--- src/rtl/qcs_pkg.sv ---
package qcs_pkg;
    typedef enum logic [2:0] {
        ST_IDLE      = 3'd0,
        ST_ACTIVE    = 3'd1,
        ST_PAUSED    = 3'd2,
        ST_PENDING   = 3'd3,
        ST_SUSPENDED = 3'd4
    } qstat_e;
endpackage

--- src/rtl/qcs_sticky.sv ---
module qcs_sticky (
    input  logic clk,
    input  logic rst_n,
    input  logic set_i,
    input  logic clr_i,
    output logic flag_o
);
    logic flag_d, flag_q;

    always_comb begin
        flag_d = set_i | (flag_q & ~clr_i);
    end

    always_ff @(posedge clk or negedge rst_n) begin
        if (!rst_n) flag_q <= 1'b0;
        else        flag_q <= flag_d;
    end

    assign flag_o = flag_q;
endmodule

--- src/rtl/qcs_issue_sel.sv ---
module qcs_issue_sel
    import qcs_pkg::*;
#(
    parameter int AW = 6
) (
    input  qstat_e          st_hi,
    input  qstat_e          st_lo,
    input  logic [AW-1:0]   ptr_hi,
    input  logic [AW-1:0]   ptr_lo,
    input  logic            busy,
    input  logic            hold_lo,
    output logic            issue,
    output logic            issue_lo,
    output logic [AW-1:0]   addr
);
    logic hi_run, lo_run;

    always_comb begin
        hi_run   = (st_hi == ST_ACTIVE);
        lo_run   = (st_lo == ST_ACTIVE) && !hold_lo;
        issue    = !busy && (hi_run || lo_run);
        issue_lo = !hi_run;
        addr     = hi_run ? ptr_hi : ptr_lo;
    end
endmodule

--- src/rtl/qcs_sched.sv ---
module qcs_sched
    import qcs_pkg::*;
#(
    parameter int AW = 6,
    parameter int CW = 5
) (
    input  logic          clk,
    input  logic          rst_n,
    input  logic          trig_hi,
    input  logic          trig_lo,
    input  logic [AW-1:0] hi_first,
    input  logic [AW-1:0] hi_last,
    input  logic [AW-1:0] lo_first,
    input  logic [AW-1:0] lo_last,
    input  logic          lo_resume_at_abort,
    input  logic [1:0]    ovr_clr,
    output logic [AW-1:0] cmd_addr,
    input  logic [CW:0]   cmd_word,
    output logic          conv_start,
    output logic [CW-1:0] conv_chan,
    output logic          conv_abort,
    input  logic          conv_done,
    output logic          res_we,
    output logic [AW-1:0] res_addr,
    output logic          res_queue,
    output logic [2:0]    hi_status,
    output logic [2:0]    lo_status,
    output logic [1:0]    ovr_flag,
    output logic [1:0]    queue_done
);
    localparam int PAUSE_BIT = CW;

    typedef struct packed {
        qstat_e        st_hi;
        qstat_e        st_lo;
        logic [AW-1:0] ptr_hi;
        logic [AW-1:0] ptr_lo;
        logic [AW-1:0] cur_addr;
        logic          busy;
        logic          own_lo;
        logic          cur_pause;
        logic [1:0]    comp;
    } state_t;

    state_t        s_d, s_q;
    logic          issue, issue_lo, abort_lo;
    logic [AW-1:0] sel_addr;
    logic [1:0]    ovr_set;

    qcs_issue_sel #(.AW(AW)) i_sel (
        .st_hi   (s_q.st_hi),
        .st_lo   (s_q.st_lo),
        .ptr_hi  (s_q.ptr_hi),
        .ptr_lo  (s_q.ptr_lo),
        .busy    (s_q.busy),
        .hold_lo (trig_hi),
        .issue   (issue),
        .issue_lo(issue_lo),
        .addr    (sel_addr)
    );

    for (genvar g = 0; g < 2; g++) begin : g_ovr
        qcs_sticky i_flag (
            .clk   (clk),
            .rst_n (rst_n),
            .set_i (ovr_set[g]),
            .clr_i (ovr_clr[g]),
            .flag_o(ovr_flag[g])
        );
    end

    always_comb begin
        s_d        = s_q;
        s_d.comp   = 2'b00;
        ovr_set    = 2'b00;
        res_we     = 1'b0;
        conv_abort = 1'b0;

        // new request to the converter
        if (issue) begin
            s_d.busy      = 1'b1;
            s_d.own_lo    = issue_lo;
            s_d.cur_addr  = sel_addr;
            s_d.cur_pause = cmd_word[PAUSE_BIT];
        end

        abort_lo = trig_hi && (s_q.st_hi != ST_ACTIVE) && (s_q.st_lo == ST_ACTIVE);

        // converter finished (ignored for a low request being aborted)
        if (s_q.busy && conv_done && !(abort_lo && s_q.own_lo)) begin
            res_we   = 1'b1;
            s_d.busy = 1'b0;
            if (!s_q.own_lo) begin
                if (s_q.cur_addr == hi_last) begin
                    s_d.st_hi   = ST_IDLE;
                    s_d.comp[0] = 1'b1;
                end else begin
                    s_d.ptr_hi = s_q.cur_addr + 1'b1;
                    if (s_q.cur_pause) s_d.st_hi = ST_PAUSED;
                end
            end else begin
                if (s_q.cur_addr == lo_last) begin
                    s_d.st_lo   = ST_IDLE;
                    s_d.comp[1] = 1'b1;
                end else begin
                    s_d.ptr_lo = s_q.cur_addr + 1'b1;
                    if (s_q.cur_pause) s_d.st_lo = ST_PAUSED;
                end
            end
        end

        // high trigger
        if (trig_hi) begin
            case (s_d.st_hi)
                ST_IDLE: begin
                    s_d.ptr_hi = hi_first;
                    s_d.st_hi  = ST_ACTIVE;
                end
                ST_PAUSED: s_d.st_hi = ST_ACTIVE;
                default:   ovr_set[0] = 1'b1;
            endcase
        end

        // preemption of the low queue
        if (abort_lo) begin
            s_d.st_lo = ST_SUSPENDED;
            if (s_q.busy) begin
                conv_abort = 1'b1;
                s_d.busy   = 1'b0;
            end
            if (!lo_resume_at_abort) s_d.ptr_lo = lo_first;
        end

        // low trigger
        if (trig_lo) begin
            case (s_d.st_lo)
                ST_IDLE: begin
                    s_d.ptr_lo = lo_first;
                    s_d.st_lo  = (s_d.st_hi == ST_ACTIVE) ? ST_PENDING : ST_ACTIVE;
                end
                ST_PAUSED: s_d.st_lo = (s_d.st_hi == ST_ACTIVE) ? ST_PENDING : ST_ACTIVE;
                default:   ovr_set[1] = 1'b1;
            endcase
        end

        // low queue continues once the high queue steps aside
        if ((s_d.st_hi != ST_ACTIVE) &&
            ((s_d.st_lo == ST_PENDING) || (s_d.st_lo == ST_SUSPENDED))) begin
            s_d.st_lo = ST_ACTIVE;
        end
    end

    always_ff @(posedge clk or negedge rst_n) begin
        if (!rst_n) begin
            s_q <= '{st_hi: ST_IDLE, st_lo: ST_IDLE, default: '0};
        end else begin
            s_q <= s_d;
        end
    end

    assign cmd_addr   = sel_addr;
    assign conv_start = issue;
    assign conv_chan  = cmd_word[CW-1:0];
    assign res_addr   = s_q.cur_addr;
    assign res_queue  = s_q.own_lo;
    assign hi_status  = s_q.st_hi;
    assign lo_status  = s_q.st_lo;
    assign queue_done = s_q.comp;
endmodule

--- config.mk ---
export PLATFORM = sky130hd
export DESIGN_NAME = qcs_sched
export DESIGN_NICKNAME = d
export VERILOG_FILES = /design/src/rtl/qcs_pkg.sv /design/src/rtl/qcs_sticky.sv /design/src/rtl/qcs_issue_sel.sv /design/src/rtl/qcs_sched.sv
export SDC_FILE = /design/constraint.sdc
export NUM_CORES = 1
export LEC_CHECK = 0
export ABC_CLOCK_PERIOD_IN_PS = 5200
export BUFFER_PORTS_ARGS = -buffer_cell sky130_fd_sc_hd__buf_2
export CAP_MARGIN = 20
export CORE_ASPECT_RATIO = 1.75
export CORE_MARGIN = 5
export CORE_UTILIZATION = 55
export CTS_CLUSTER_SIZE = 30
export DETAILED_ROUTE_END_ITERATION = 7
export GPL_ROUTABILITY_DRIVEN = 0
export PLACE_DENSITY = 0.84
export SYNTH_ARGS = -nofsm -noshare
export SYNTH_HDL_FRONTEND = slang
export SYNTH_SLANG_ARGS = --single-unit
--- constraint.sdc ---
create_clock -name clk -period 5.2 [get_ports clk]
set_clock_uncertainty 0.2 [all_clocks]
set_input_delay 0.52 -clock clk [delete_from_list [all_inputs] [get_ports clk]]
set_output_delay 0.52 -clock clk [all_outputs]
set_load 0.01 [all_outputs]
==> flow_metrics.py <==
metrics = {
    "yosys": {
        "synth_top_area_share_pct": 37.3,
        "ys_seq_area_share_pct": 37.3,
        "ys_warn_count": 0,
        "synth.most_common_cell": "dfrtp_1",
        "ys_dominant_reg_cell": "dfrtp_1",
        "async_flop_share_pct": 100,
        "synthesis.nets": 230,
        "synth_top_area_cell": "dfrtp_1",
        "netlist_area_um2": 2080,
        "synth-edff-count": 0,
        "ys_types": 48,
        "syn-instance-count": 191,
        "syn_area_per_cell_um2": 10.9,
        "ys_top_cells_by_count": "31 x dfrtp_1, 24 x mux2_2, 21 x buf_4",
        "synth-seq-cells": 31,
        "synthTopCellsByArea": "dfrtp_1 37%, mux2_2 13%, buf_4 7.6%",
    },
    "place": {
        "dp_hpwl_mm": 3.57,
        "portBuffers": 58,
        "placedCellCount": 267,
        "place_ws_ns": 2.66,
        "postPlaceCellArea_um2": 2240,
    },
    "setup_path": {
        "critPathLaunchType": "flop",
        "cp-end-kind": "primary output",
        "worst-r2r-cell-count": 5,
        "worstPathRequired_ns": 4.48,
        "r2r-start": "hi_status[2]",
        "r2r-end": "s_q[11]",
        "critPathKind": "reg2out",
        "worstPathArrival_ns": 2.13,
        "r2r_setup_slack_ns": 2.74,
        "critPathMaxFanout": 13,
    },
    "global_route": {
        "grt_pass1_wl_mm": 7.68,
        "grt.total_usage_pct": 19.2,
        "grt_max_degree": 32,
        "grt-ovfl-total": 0,
        "antenna_found_initial": 0,
        "grt_pass1_vias": 1633,
    },
    "die": {
        "core_region_area_um2": 3630,
        "rows": 29,
        "io_pins": 69,
        "dieArea_um2": 5160,
        "die_y_um": 91.3,
        "die_x_um": 56.5,
        "initial_core_util_pct": 57.3,
    },
    "timing": {
        "final.min_clock_period_ns": 2.85,
        "final_hold_viol_count": 0,
        "fin_crit_sh_pct": 54.9,
        "finalSetupViolCount": 0,
        "hold_ws_ns": 0.0877,
        "setup_ws_ns": 2.35,
        "relSlewSlack_pct": 53.3,
        "fmax_mhz": 351,
        "rsz0062_at_grt": "false",
        "worst_slew_pin_slew_ns": 0.701,
        "slew_violations": 0,
        "setup_tns_ns": 0,
    },
    "status": {
        "status": "finished clean",
    },
    "cts": {
        "numCtsBuffers": 5,
        "clockBufferDepth": 2,
        "clock_latency_ns": 0.28,
        "cts_root_buf": "clkbuf_8",
        "cts_tree": "built",
        "post_cts.repair.setup_buffers": 0,
        "h-tree-depth": 2,
        "cts-hold-fix-buffers": 0,
        "cts_resized": 0,
        "cts_sinks": 31,
        "clk_pin_slew_ns": 0.06,
    },
    "power": {
        "ir_drop_mv": 0.359,
        "power_density_nw_per_um2": 592,
        "p_leak_nw": 1.08,
        "power_mw": 1.37,
    },
    "drt": {
        "via_per_inst": 5.59,
        "first_pass_iters": 4,
        "dr_total_vias": 1525,
        "routed_wl_mm": 4.67,
        "routedWlPerCell_um": 17.1,
        "drc": 0,
        "final_antenna_net_count": 0,
        "drt_iter0_markers": 45,
    },
    "finish": {
        "final_core_util_pct": 63.6,
        "fillers": 311,
        "drive_above_1_share_pct": 44.5,
        "fin_cells": 273,
        "final_cell_area_um2": 2310,
        "antenna_cells": 0,
        "fin_nets": 267,
        "areaGrowthSynthToFinish_pct": 11.0,
    },
    "job": {
        "maxCapViolations": 0,
    },
    "worst_hold_path": {
        "hold_path_class": "in2async",
    },
}
worst max-delay path: stages, from the launching register on:
cell,delay [ns]
dfrtp_1,0.42
or3b_1,0.62
a21oi_2,0.57
buf_2,0.24
how the worst max path moves through the flow:
stage                  from    endpoint  slack, ns
2_1_floorplan   res_addr[0]     s_q[18]       3.11
3_3_place_gp   hi_status[1]  conv_start       2.69
3_5_place_dp   hi_status[2]  conv_start       2.66
4_1_cts        hi_status[2]  conv_start       2.34
5_1_grt        hi_status[2]  conv_start       2.25
6_report       hi_status[2]  conv_start       2.35
registers in the layout, indices dropped and copies added (netlist names):
signal	flops
res_queue	1
res_addr	6
queue_done	2
hi_status	3
g_ovr.i_flag.flag_o	2
lo_status	3
s_q	14
layer usage:
layer | GRT usage (%) | vias to the layer above | share of wire, %
met5 | 0 | - | 0
li1 | - | 736 | -
met1 | 19.7 | 719 | 37
met4 | 9.90 | 0 | 3.4
met3 | 4.54 | 14 | 5.4
met2 | 34.9 | 56 | 54
layout by cell type, fill, tap and decap left out, types with 3 or more instances in the layout:
master / n
dfrtp_1: 31
nand3_1: 5
nand2_1: 6
mux2_1: 5
and2_1: 4
nor2_1: 3
a21oi_1: 6
nand2b_1: 5
mux2_4: 5
clkbuf_8: 5
o21ai_0: 6
and3_1: 5
mux2_2: 24
xnor2_1: 15
inv_1: 5
buf_2: 58
cell type report:
type | instances | area (um^2) | area share (%)
clock buffer | 6 | 72.6 | 3.14
inverter | 5 | 18.8 | 0.813
multi-input combinational | 127 | 1090 | 47.4
sequential | 31 | 776 | 33.6
tap | 46 | 57.6 | 2.49
timing repair buffer | 58 | 290 | 12.6
logic make-up (layout without fill, tap and decap cells):
kind of cell    after synthesis  after routing  share of synthesized area [%]
mux                          36             36                           20.3
compound gates               34             34                           12.8
fa+ha+maj                     1              1                          0.602
xor+xnor                     16             16                           6.74
flops                        31             31                           37.3
simple gates                 40             40                           12.2
buf+inv                      33             69                           10.1
where the power goes:
| group | total (mW) | switching (mW) | internal [mW] |
|---|---|---|---|
| Clock | 0.173 | 0.0844 | 0.0890 |
| Sequential | 0.461 | 0.118 | 0.343 |
| Combinational | 0.732 | 0.354 | 0.378 |
| Total | 1.37 | 0.557 | 0.810 |
Note: power is estimated with default switching activity, not from simulation.
